<file path="src/rtl/led_shift_pkg.sv">
package led_shift_pkg;

    localparam int GRP_W   = 8;
    localparam int NUM_GRP = 3;
    localparam int FRAME_W = GRP_W * NUM_GRP;

    // word index of each register (byte address bits [4:2])
    localparam logic [2:0] W_CTL0  = 3'd0;
    localparam logic [2:0] W_CTL1  = 3'd1;
    localparam logic [2:0] W_DATA0 = 3'd2;
    localparam logic [2:0] W_DATA1 = 3'd3;
    localparam logic [2:0] W_ACC   = 3'd4;

    localparam logic [31:0] CTL0_RST = 32'h8000_0000;

    typedef enum logic [1:0] {
        ST_IDLE,
        ST_LAUNCH,
        ST_CAPTURE,
        ST_STORE
    } shift_st_e;

    typedef struct packed {
        logic [31:0] ctl0;
        logic [31:0] ctl1;
        logic [31:0] data0;
        logic [31:0] data1;
    } regs_t;

    typedef struct packed {
        logic       auto_en;
        logic       edge_fall;
        logic [1:0] rate;
        logic [1:0] modem_sel;
        logic       phy1_on;
        logic       phy2_on;
        logic [2:0] grp_en;
    } cfg_t;

    function automatic cfg_t decode_cfg(input regs_t r);
        cfg_t c;
        c.auto_en   = r.ctl1[31];
        c.edge_fall = r.ctl0[26];
        c.rate      = r.ctl0[24:23];
        c.modem_sel = r.ctl0[25:24];
        c.phy1_on   = |r.ctl0[28:27];
        c.phy2_on   = |r.ctl1[16:15];
        c.grp_en    = r.ctl1[2:0];
        return c;
    endfunction

    // number of groups in a frame: position of the highest enabled group
    function automatic logic [1:0] frame_groups(input logic [2:0] en);
        if (en[2])      return 2'd3;
        else if (en[1]) return 2'd2;
        else if (en[0]) return 2'd1;
        else            return 2'd0;
    endfunction

    // move the used low bits to the top so the MSB leaves first
    function automatic logic [FRAME_W-1:0] align_frame(input logic [FRAME_W-1:0] f,
                                                       input logic [1:0] n);
        int sh;
        sh = (NUM_GRP - int'(n)) * GRP_W;
        return f << sh;
    endfunction

endpackage

</file>
<file path="src/rtl/lsc_regs.sv">
module lsc_regs
    import led_shift_pkg::*;
(
    input  logic        clk,
    input  logic        rst,
    input  logic        bus_wr,
    input  logic [4:0]  bus_addr,
    input  logic [31:0] bus_wdata,
    input  logic        busy,
    output regs_t       regs,
    output logic [31:0] bus_rdata,
    output logic        sw_req
);

    logic [2:0] word;
    assign word = bus_addr[4:2];

    always_ff @(posedge clk) begin
        if (rst) begin
            regs.ctl0  <= CTL0_RST;
            regs.ctl1  <= '0;
            regs.data0 <= '0;
            regs.data1 <= '0;
        end else if (bus_wr) begin
            case (word)
                W_CTL0:  regs.ctl0  <= bus_wdata;
                W_CTL1:  regs.ctl1  <= bus_wdata;
                W_DATA0: regs.data0 <= bus_wdata;
                W_DATA1: regs.data1 <= bus_wdata;
                default: ;
            endcase
        end
    end

    assign sw_req = bus_wr && (word == W_CTL0) && bus_wdata[31];

    always_comb begin
        case (word)
            W_CTL0:  bus_rdata = regs.ctl0;
            W_CTL1:  bus_rdata = regs.ctl1;
            W_DATA0: bus_rdata = regs.data0;
            W_DATA1: bus_rdata = regs.data1;
            W_ACC:   bus_rdata = {31'd0, busy};
            default: bus_rdata = '0;
        endcase
    end

endmodule

</file>
<file path="src/rtl/lsc_refresh.sv">
module lsc_refresh #(
    parameter int TICK_HZ = 40
) (
    input  logic       clk,
    input  logic       rst,
    input  logic       auto_en,
    input  logic [1:0] rate,
    input  logic       tick,
    output logic       auto_req
);

    localparam int P_2HZ  = TICK_HZ / 2;
    localparam int P_4HZ  = TICK_HZ / 4;
    localparam int P_8HZ  = TICK_HZ / 8;
    localparam int P_10HZ = TICK_HZ / 10;
    localparam int CW     = $clog2(P_2HZ + 1);

    logic [CW-1:0] cnt;
    logic [CW-1:0] last;

    always_comb begin
        case (rate)
            2'b00:   last = CW'(P_2HZ - 1);
            2'b01:   last = CW'(P_4HZ - 1);
            2'b10:   last = CW'(P_8HZ - 1);
            default: last = CW'(P_10HZ - 1);
        endcase
    end

    always_ff @(posedge clk) begin
        if (rst || !auto_en) begin
            cnt      <= '0;
            auto_req <= 1'b0;
        end else begin
            auto_req <= 1'b0;
            if (tick) begin
                if (cnt >= last) begin
                    cnt      <= '0;
                    auto_req <= 1'b1;
                end else begin
                    cnt <= cnt + 1'b1;
                end
            end
        end
    end

endmodule

</file>
<file path="src/rtl/lsc_frame_mux.sv">
module lsc_frame_mux
    import led_shift_pkg::*;
(
    input  cfg_t               cfg,
    input  logic [FRAME_W-1:0] data0,
    input  logic [1:0]         modem_sts,
    input  logic [2:0]         phy1_sts,
    input  logic [2:0]         phy2_sts,
    output logic [FRAME_W-1:0] frame
);

    for (genvar i = 0; i < FRAME_W; i++) begin : g_bit
        if (i < 2) begin : g_modem
            assign frame[i] = (cfg.auto_en && cfg.modem_sel[i]) ? modem_sts[i] : data0[i];
        end else if (i < 5) begin : g_phy1
            assign frame[i] = (cfg.auto_en && cfg.phy1_on) ? phy1_sts[i-2] : data0[i];
        end else if (i < 8) begin : g_phy2
            assign frame[i] = (cfg.auto_en && cfg.phy2_on) ? phy2_sts[i-5] : data0[i];
        end else begin : g_cpu
            assign frame[i] = data0[i];
        end
    end

endmodule

</file>
<file path="src/rtl/lsc_shifter.sv">
module lsc_shifter
    import led_shift_pkg::*;
#(
    parameter int HALF_DIV = 2
) (
    input  logic               clk,
    input  logic               rst,
    input  logic               req,
    input  logic [1:0]         ngrp,
    input  logic [FRAME_W-1:0] frame,
    input  logic               edge_fall,
    output logic               ser_clk,
    output logic               ser_data,
    output logic               ser_store,
    output logic               busy,
    output logic               pend
);

    localparam int DW = (HALF_DIV < 2) ? 1 : $clog2(HALF_DIV);
    localparam int BW = $clog2(FRAME_W);

    shift_st_e          st;
    logic [DW-1:0]      div;
    logic [BW-1:0]      left;
    logic [FRAME_W-1:0] sh;
    logic               pend_q;
    logic               div_end;

    assign div_end = (div == DW'(HALF_DIV - 1));

    always_ff @(posedge clk) begin
        if (rst) begin
            st     <= ST_IDLE;
            div    <= '0;
            left   <= '0;
            sh     <= '0;
            pend_q <= 1'b0;
        end else begin
            pend_q <= req | (pend_q & (st != ST_IDLE));
            case (st)
                ST_IDLE: begin
                    div <= '0;
                    if (pend_q && ngrp != 2'd0) begin
                        st   <= ST_LAUNCH;
                        sh   <= align_frame(frame, ngrp);
                        left <= BW'(int'(ngrp) * GRP_W - 1);
                    end
                end
                ST_LAUNCH: begin
                    if (div_end) begin
                        div <= '0;
                        st  <= ST_CAPTURE;
                    end else begin
                        div <= div + 1'b1;
                    end
                end
                ST_CAPTURE: begin
                    if (div_end) begin
                        div <= '0;
                        if (left == '0) begin
                            st <= ST_STORE;
                        end else begin
                            left <= left - 1'b1;
                            sh   <= {sh[FRAME_W-2:0], 1'b0};
                            st   <= ST_LAUNCH;
                        end
                    end else begin
                        div <= div + 1'b1;
                    end
                end
                default: st <= ST_IDLE;
            endcase
        end
    end

    always_comb begin
        case (st)
            ST_CAPTURE: ser_clk = ~edge_fall;
            default:    ser_clk = edge_fall;
        endcase
    end

    assign ser_data  = sh[FRAME_W-1];
    assign ser_store = (st == ST_STORE);
    assign busy      = (st != ST_IDLE);
    assign pend      = pend_q;

endmodule

</file>
<file path="src/rtl/led_shift_ctrl.sv">
module led_shift_ctrl
    import led_shift_pkg::*;
#(
    parameter int HALF_DIV = 2,
    parameter int TICK_HZ  = 40
) (
    input  logic        clk,
    input  logic        rst,
    input  logic        bus_wr,
    input  logic [4:0]  bus_addr,
    input  logic [31:0] bus_wdata,
    output logic [31:0] bus_rdata,
    input  logic        tick,
    input  logic [1:0]  modem_sts,
    input  logic [2:0]  phy1_sts,
    input  logic [2:0]  phy2_sts,
    output logic        ser_clk,
    output logic        ser_data,
    output logic        ser_store
);

    regs_t              regs;
    cfg_t               cfg;
    logic               sw_req;
    logic               auto_req;
    logic               busy;
    logic               pend;
    logic               edge_fall;
    logic [FRAME_W-1:0] frame;

    assign cfg       = decode_cfg(regs);
    assign edge_fall = cfg.edge_fall;

    lsc_regs u_regs (
        .clk       (clk),
        .rst       (rst),
        .bus_wr    (bus_wr),
        .bus_addr  (bus_addr),
        .bus_wdata (bus_wdata),
        .busy      (busy),
        .regs      (regs),
        .bus_rdata (bus_rdata),
        .sw_req    (sw_req)
    );

    lsc_refresh #(.TICK_HZ(TICK_HZ)) u_refresh (
        .clk      (clk),
        .rst      (rst),
        .auto_en  (cfg.auto_en),
        .rate     (cfg.rate),
        .tick     (tick),
        .auto_req (auto_req)
    );

    lsc_frame_mux u_mux (
        .cfg       (cfg),
        .data0     (regs.data0[FRAME_W-1:0]),
        .modem_sts (modem_sts),
        .phy1_sts  (phy1_sts),
        .phy2_sts  (phy2_sts),
        .frame     (frame)
    );

    lsc_shifter #(.HALF_DIV(HALF_DIV)) u_shift (
        .clk       (clk),
        .rst       (rst),
        .req       (sw_req | auto_req),
        .ngrp      (frame_groups(cfg.grp_en)),
        .frame     (frame),
        .edge_fall (edge_fall),
        .ser_clk   (ser_clk),
        .ser_data  (ser_data),
        .ser_store (ser_store),
        .busy      (busy),
        .pend      (pend)
    );

endmodule

</file>
<file path="config.mk">
export PLATFORM = sky130hd
export DESIGN_NAME = led_shift_ctrl
export DESIGN_NICKNAME = d
export VERILOG_FILES = /design/src/rtl/led_shift_pkg.sv /design/src/rtl/lsc_regs.sv /design/src/rtl/lsc_refresh.sv /design/src/rtl/lsc_frame_mux.sv /design/src/rtl/lsc_shifter.sv /design/src/rtl/led_shift_ctrl.sv
export SDC_FILE = /design/constraint.sdc
export NUM_CORES = 1
export LEC_CHECK = 0
export ABC_AREA = 1
export BUFFER_PORTS_ARGS = -buffer_cell sky130_fd_sc_hd__buf_2
export CAP_MARGIN = 10
export CELL_PAD_IN_SITES_DETAIL_PLACEMENT = 1
export CELL_PAD_IN_SITES_GLOBAL_PLACEMENT = 1
export CORE_MARGIN = 1.5
export CORE_UTILIZATION = 28
export DETAILED_ROUTE_END_ITERATION = 10
export GPL_ROUTABILITY_DRIVEN = 0
export GPL_TIMING_DRIVEN = 0
export PLACE_DENSITY = 0.56
export SYNTH_ARGS = -nofsm -noshare
export SYNTH_HDL_FRONTEND = slang
export SYNTH_SLANG_ARGS = --single-unit
</file>
<file path="constraint.sdc">
create_clock -name clk -period 6.45 [get_ports clk]
set_clock_uncertainty 0.2 [all_clocks]
set_input_delay 0.3225 -clock clk [delete_from_list [all_inputs] [get_ports clk]]
set_output_delay 0.3225 -clock clk [all_outputs]
set_load 0.005 [all_outputs]
</file>
* Word level (Yosys, flattened, before mapping) *
Index checks and enable logic that the tools add are counted.
W data, S select, Z words.

word-level totals
  register bits = 167
  input port bits = 49
  output and inout port bits = 35

cells by class
  $add $sub $neg = 5
  $lt $le $gt $ge = 1
  equal/unequal tests = 13
  shifts and indexed selects = 1
  muxes and demuxes = 31
  bitwise operators = 5
  reductions and logical operators = 27

operator list
  kind                   count
  $pmux W32 S5           1
  $mux W24               3
  $pmux W24 S2           1
  $shl A24 B32 Y24       1
  $mux W5                4
  $pmux W5 S3            1
  $mux W1                12
  $mux W2                6
  $pmux W5 S2            1
  $sub A5 B1 Y5 const B  2
  $reduce_and A2 Y1      4
  $reduce_bool A2 Y1     4
  $reduce_or A2 Y1       4
  $logic_and A1 B1 Y1    7
  $eq A2 B2 Y1 const B   3
  $eq A3 B2 Y1 const B   2
  $ne A2 B1 Y1 const B   3
  $pmux W2 S3            1
  $add A5 B1 Y5 const B  1
  $ge A5 B5 Y1           1
  $logic_not A5 Y1       1
  $eq A2 B1 Y1 const B   2
  $logic_not A2 Y1       2
  $reduce_and A4 Y1      1
  13 further kinds       15

* Logic depth before layout (Yosys ltp) *
Gate-level depths: netlist of run 1.

  depth after elaboration = 7
  mapped depth = 14

* Cells and area by module *
From an unflattened synthesis of run 1, not the netlist that was laid out.

unflattened totals
  cell total of the unflattened synthesis = 1497
  area total of the unflattened synthesis = 9266.4 µm²

by module, submodules not included
  module          times used  cells each  area each (µm²)
  lsc_regs        1           1024        6361.1
  lsc_shifter     1           366         2163.3
  lsc_refresh     1           54          455.4
  lsc_frame_mux   1           45          249.0
  led_shift_ctrl  1           8           37.5

* Worst setup path after synthesis of run 1 *
No wires, ideal clock.

  path kind = reg2reg
  start = reg, netlist name u_regs.regs[65]
  end = reg u_shift.sh[0]
  setup time = 119 ps
  arrival time = 1763 ps
  slack = 4367 ps
  cell stages (with the launch flop) = 14
  path buffers = 2
  period minus slack after synthesis = 2083 ps
  cell sequence = dfxtp_1 > inv_1 > nand2_1 > nand2_1 > inv_1 > buf_2 > ha_1 > inv_1 > nand2_1 > a21oi_4 > nand3_2 > buf_6 > o21ai_0 > a21oi_1

on the way
  cells in the longest elaborated chain, start to end = 6
  elaborated cells on any way between the ends = 10
  classes of those cells = add/sub: 1; eq/ne: 1; shift: 1; mux: 4; reduce/logical: 3

ends and longest elaborated chain
  element                                                         RTL line                                text
  $mux W2 (*)                                                     led_shift_pkg.sv:55                     else if (en[1]) return 2'd2;
  $mux W2 (*)                                                     led_shift_pkg.sv:54                     if (en[2]) return 2'd3;
  $sub A2 B2 Y3 / $reduce_bool A2 Y1 (equally long branches)      led_shift_pkg.sv:64, lsc_shifter.sv:43
  $shl A24 B32 Y24 / $logic_and A1 B1 Y1 (equally long branches)  led_shift_pkg.sv:65, lsc_shifter.sv:43
  $mux W24 / $ne A2 B1 Y1 (equally long branches)                 --
  $pmux W24 S2 / $reduce_and A4 Y1 (equally long branches)        --
  end signal: assignment                                          lsc_shifter.sv:45                       sh <= align_frame(frame, ngrp);
  end signal: assignment                                          lsc_shifter.sv:64                       sh <= {sh[FRAME_W-2:0], 1'b0};
  end: declaration                                                lsc_shifter.sv:25                       logic [FRAME_W-1:0] sh;

Every way passes the cells marked *; elsewhere a longest branch is shown, timed or not. The select of a mux whose other input is x is not followed.
A chain may end at the register's enable or synchronous reset.

* Final worst setup path of run 1 *
  start = in bus_addr[2]
  end = out bus_rdata[8]

on the way
  cells in the longest elaborated chain, start to end = 2
  elaborated cells on any way between the ends = 6
  classes of those cells = eq/ne: 4; mux: 1; reduce/logical: 1

ends and longest elaborated chain
  element                               RTL line              text
  start: declaration                    led_shift_ctrl.sv:10  input logic [4:0] bus_addr,
  $eq A3 B3 Y1 (tied with other cells)  lsc_regs.sv:38        case (word)
  $pmux W32 S5 (*)                      lsc_regs.sv:38
  end: declaration                      led_shift_ctrl.sv:12  output logic [31:0] bus_rdata,

Every way passes the cells marked *; elsewhere a longest branch is shown, timed or not.

==> results of run 1 <==
[critical path, stage by stage]
cell      delay (ns)
buf_2           0.12
inv_2           0.09
nand3_2         0.25
clkinv_1        0.30
clkbuf_1        0.58
nand2_1         0.11
o211ai_1        0.18
buf_2           0.18
[metrics by stage]
| step | cells | setup WS, ns |
|---|---|---|
| floorplan | 1050 | 4.367 |
| global placement | 1469 | 3.806 |
| detailed placement | 1469 | 3.786 |
| CTS | 1526 | 3.771 |
| global route | 1526 | 3.644 |
| finish | 1526 | 3.793 |
[cell usage in the layout, fill, tap and decap left out, types with 25 or more instances in the layout]
master         count
nand2_1          141
o21ai_0          135
a22oi_1           26
nor2_1           129
buf_2            103
nand3_1           61
dlygate4sd3_1     25
inv_1             90
a21oi_1          131
dfxtp_1          167
clkbuf_1          39
[metal layers]
metal | global-route usage | part of all wire | routed length (um)
met1 | 0.3054 | 0.49 | 14940
met2 | 0.3697 | 0.48 | 14580
met3 | 0.02727 | 0.025 | 759
met4 | 0.04542 | 0.0075 | 230
met5 | 0 | 0 | 0
[kinds of logic after synthesis]
kind of cell,count (synthesis),share of synthesized area
AOI/OAI and AO/OA,336,0.2433
xor gates and xnor gates,4,0.004580
adders and majority gates,16,0.02616
buffers and inverters,171,0.09305
DFF,167,0.4370
muxes,1,0.001308
and+or+nand+nor,355,0.1946
[registers in the layout, summed over array words and instances, names as in the netlist]
register / flops
u_shift.left: 5
u_refresh.auto_req: 1
u_refresh.cnt: 5
u_shift.st: 2
u_shift.div: 1
u_regs.regs: 128
u_shift.pend: 1
u_shift.sh: 24
[worst max path at each step]
stage                          startpoint             to  cells past startpoint
after global placement        bus_addr[4]  bus_rdata[28]                      8
final                         bus_addr[2]   bus_rdata[8]                      8
after floorplan           u_regs.regs[65]  u_shift.sh[0]                     13
after global routing        u_shift.st[0]        ser_clk                      6
after CTS                     bus_addr[4]   bus_rdata[8]                      8
after detailed placement      bus_addr[4]  bus_rdata[28]                      8
[power breakdown]
group	internal, mW	switching, mW
combinational	0.197	0.388
clock	0.522	0.514
sequential	1.11	0.0466
[layout make-up]
| type | instances | area [um2] |
|---|---|---|
| fillers | 3402 | 17580 |
| multi-input cells | 712 | 3596 |
| flip-flops and latches | 167 | 3343 |
| repair buffers | 103 | 640.6 |
| clock buffers | 18 | 429.2 |
| well taps | 341 | 426.7 |
| inverters | 101 | 386.6 |
| plain buffers | 70 | 325.3 |
| clock inverters | 14 | 152.6 |
==> results.cfg, run 1 <==
[cts]
cts_root_buf = clkbuf_16
ctsHoldBuffers = 25
htree_levels = 4
path_clk_slew_ns = 0.07
cts_made_buffers = 17
insertion_delay_ns = 0.44
post-cts-setup-buffer-count = 0
cts_tree = built
max-clock-path-buffers = 2
ctsResizeCount = 0
cts_sinks = 167

[timing]
setup_violations = 0
fin_crit_ns = 2.657
fin_setup_tns_ns = 0
slew_violations = 0
slew_headroom = 0.4885
hold_viol = 0
min_period_over_period = 0.4119
hold_ws_ns = 0.01756
rsz0062_at_grt = no
worst_pin_slew_ns = 0.7673
fmaxAchievable_mhz = 376.4

[floorplanning]
die_w_um = 168.3
die_area_um2 = 28330
die_h_um = 168.3
start_util = 0.2847
num_rows = 60
io_pins = 84
core_um2 = 26880

[logic_synthesis]
synth.most_common_cell = dfxtp_1
synth_enable_flop_cells = 0
synthesis.nets = 1115
synth_area_leaders = dfxtp_1 44%, o21ai_0 8.8%, a21oi_1 8.6%, nand2_1 6.9%, nor2_1 6.3%
yosys.area.top_type_share = 0.4370
synth-seq-cells = 167
async_flop_share = 0
synth_top_area_cell = dfxtp_1
ys_seq_area_frac = 0.4370
synth_warnings = 0
syn_avg_cell_area_um2 = 7.287
synthCells = 1050
synth.distinct_cells = 37
synth_common_cells = 167 x dfxtp_1, 141 x nand2_1, 135 x o21ai_0
synthFlopType = dfxtp_1
syn_area_um2 = 7651

[final_layout]
nets = 1237
final_area_um2 = 9300
antennaDiodeCount = 0
fin_util = 0.3460
drive_gt1_frac = 0.1359
syn_to_final_growth_pct = 21.55

[global_route]
antenna_found_initial = 2
grt_use_total = 0.2210
grt_max_degree = 19
grt_pass1_vias = 7678
grt_pass1_wl_um = 47100
grt-ovfl-total = 0

[critical_path]
cp.arrival_ns = 2.13
r2r_slack_ns = 3.93
endpoint_kind = output port
r2r_end = u_shift.sh[9]
worstRegToRegCells = 13
worstPathMaxFanout = 10
r2r_start = u_regs.regs[65]
critPathKind = primary input to output port
startpoint_type = primary input
required_ns = 5.93

[pwr]
p_total_mw = 2.782
p_per_area_nw_per_um2 = 299.1
ir_worst_vdd_mv = 0.1600
total_leakage_power_nw = 3.653

[detailed_routing]
vias_per_cell = 5.028
postRouteAntennaNets = 0
drt_iter0_markers = 340
post_drt_wl_per_cell_um = 19.99
wl_um = 30510
drtPass1Iterations = 5
drcViolationCount = 0
vias = 7672

[flow_run]
cap_violations = 0

[min_path]
hold_class = primary input to register
hold_end = u_regs.regs[2]
min_from = bus_wdata[2]
holdPathStages = 3

[placement]
hpwl_um = 22480
portBuffers = 78
dpl_cell_area_um2 = 8468

[run_status]
status = complete, no violations
(Power assumes the default switching activity.)
==> inputs of run 2 (changes only) <==
clock period = 2.6 ns   (was 6.45 ns; I/O delays follow)
==> run 2 against run 1 <==
Wire length grew 0.69%. Global-route usage grew 0.15 points. Combinational power grew to 2.6 times the previous value. Total power grew to 2.5 times the previous value.
==> results.cfg, run 2 (synthesis results as in run 1) <==
[final_layout]
final_cell_mix = 167 x dfxtp_1, 141 x nand2_1, 135 x o21ai_0, 131 x a21oi_1, 129 x nor2_1
nets = 1252
syn_to_final_growth_pct = 23.57
reg_top3 = u_regs.regs: 128 flops, u_shift.sh: 24 flops
mostFrequentLayoutCell = dfxtp_1
top_register = u_regs.regs
fin_util = 0.3518
largest_reg_flops = 128
antennaDiodeCount = 0
drive_gt1_frac = 0.1375

[placement]
preCtsSetupSlack_ns = 0.05313
hpwl_um = 22480
portBuffers = 78

[global_route]
grt_use_total = 0.2225
grt_pass1_vias = 7757
grt_pass1_wl_um = 47460
grt-ovfl-total = 0
antenna_found_initial = 2
grt_max_degree = 19
met1_usage = 0.3075
met3_usage = 0.02562
grt.met2_usage = 0.3722
grt-busiest-layer = met2

[critical_path]
crit_path_cell_trace = inv_1 -> nand2_1 -> nand2_1 -> inv_1 -> buf_4 -> ha_1 -> inv_1 -> nand2_1 -> a21oi_4 -> buf_4 -> nand3_4 -> buf_2 -> nor2_1 -> nor2_1
crit_buf_inv = 6
startpoint_type = register
worstSetupStartpoint = u_regs.regs[65]
worst_path_max_delay_cell = dfxtp_1
worstPathMaxFanout = 10
endpoint_kind = register
cp_top_family = buffers and inverters
cp.arrival_ns = 2.51
r2r_slack_ns = 0.21
required_ns = 2.72
slowest_delay_ns = 0.32
critPathKind = register to register
r2r_start = u_regs.regs[65]

[pwr]
p_total_mw = 6.969
total_leakage_power_nw = 3.723
p_per_area_nw_per_um2 = 737.2
ir_worst_vdd_mv = 0.3956

[cts]
htree_levels = 4
insertion_delay_ns = 0.44
path_clk_slew_ns = 0.07
max-clock-path-buffers = 2
cts_root_buf = clkbuf_16
cts_tree = built
cts_made_buffers = 17
cts_sinks = 167

[detailed_routing]
vias_per_cell = 5.064
postRouteAntennaNets = 0
drtPass1Iterations = 5
post_drt_wl_per_cell_um = 19.94
wl_um = 30720
drt_iter0_markers = 362
vias = 7803
drcViolationCount = 0

[floorplanning]
core_um2 = 26880
die_w_um = 168.3
num_rows = 60
die_h_um = 168.3
die_area_um2 = 28330
start_util = 0.2847
io_pins = 84

[timing]
worst_slack_ns = 0.2112
slew_headroom = 0.4813
worst_pin_slew_ns = 0.7781
min_period_over_period = 0.9188
hold_viol = 0
fmaxAchievable_mhz = 418.6
fin_setup_tns_ns = 0
rsz0062_at_grt = no
slew_violations = 0
fin_crit_ns = 2.389
setup_violations = 0

[min_path]
hold_class = primary input to register
min_from = phy1_sts[1]

[run_status]
status = complete, no violations

[flow_run]
cap_violations = 0
-- run 2: changes by cell type in the layout (fill, tap and decap cells not counted), sizes merged --
cell,change
dlygate4sd3,+12
buf,+3
-- run 2: cell type report --
type                            count  area (um2)
Fill cell                        3403       17420
Multi-Input combinational cell    712        3603
Sequential cell                   167        3343
Timing Repair Buffer              118       783.3
Clock buffer                       18       429.2
Tap cell                          341       426.7
Inverter                          101       386.6
Buffer                             70       329.1
Clock inverter                     14       152.6
-- run 2: through the flow --
stage	hold slack, ns	cells	cell area [um2]
after floorplan	0.06490	1050	7651
after global placement	0.2131	1469	8468
after detailed placement	0.2183	1469	8468
after CTS	0.01242	1538	9420
after global routing	0.06905	1541	9454
final	0.008542	1541	9454
-- run 2: worst paths after layout --
path,endpoint,cells after the start
max reg2reg,u_shift.sh[9],14
min,u_shift.sh[11],7
max,u_shift.sh[9],14
min reg2reg,u_regs.regs[96],2
-- run 2: routing by layer --
| metal | up-vias | part of all wire |
|---|---|---|
| li1 | 3798 | - |
| met1 | 3865 | 0.49 |
| met2 | 122 | 0.48 |
| met3 | 18 | 0.025 |
| met4 | 0 | 0.010 |
| met5 | - | 0 |
-- run 2: timing repair --
| action | in CTS | in global routing |
|---|---|---|
| setup endpoints to repair | 0 | 24 |
| buffers inserted | 0 | 3 |
| hold endpoints to repair | 137 | 0 |
| gates resized for setup | 0 | 5 |
| hold buffers | 37 | 0 |
-- run 2: power breakdown --
part	leakage, nW	internal, mW	switching, mW	total, mW
clock network	0.287	1.29	1.27	2.56
logic	2.08	0.542	0.984	1.53
registers	1.36	2.76	0.116	2.88
-- run 2: worst min-delay path, stage by stage --
cell	delay, ns
buf_2	0.09
inv_1	0.05
nand3_1	0.09
nand2_1	0.08
nand2_1	0.04
nand2_1	0.05
a21oi_1	0.06
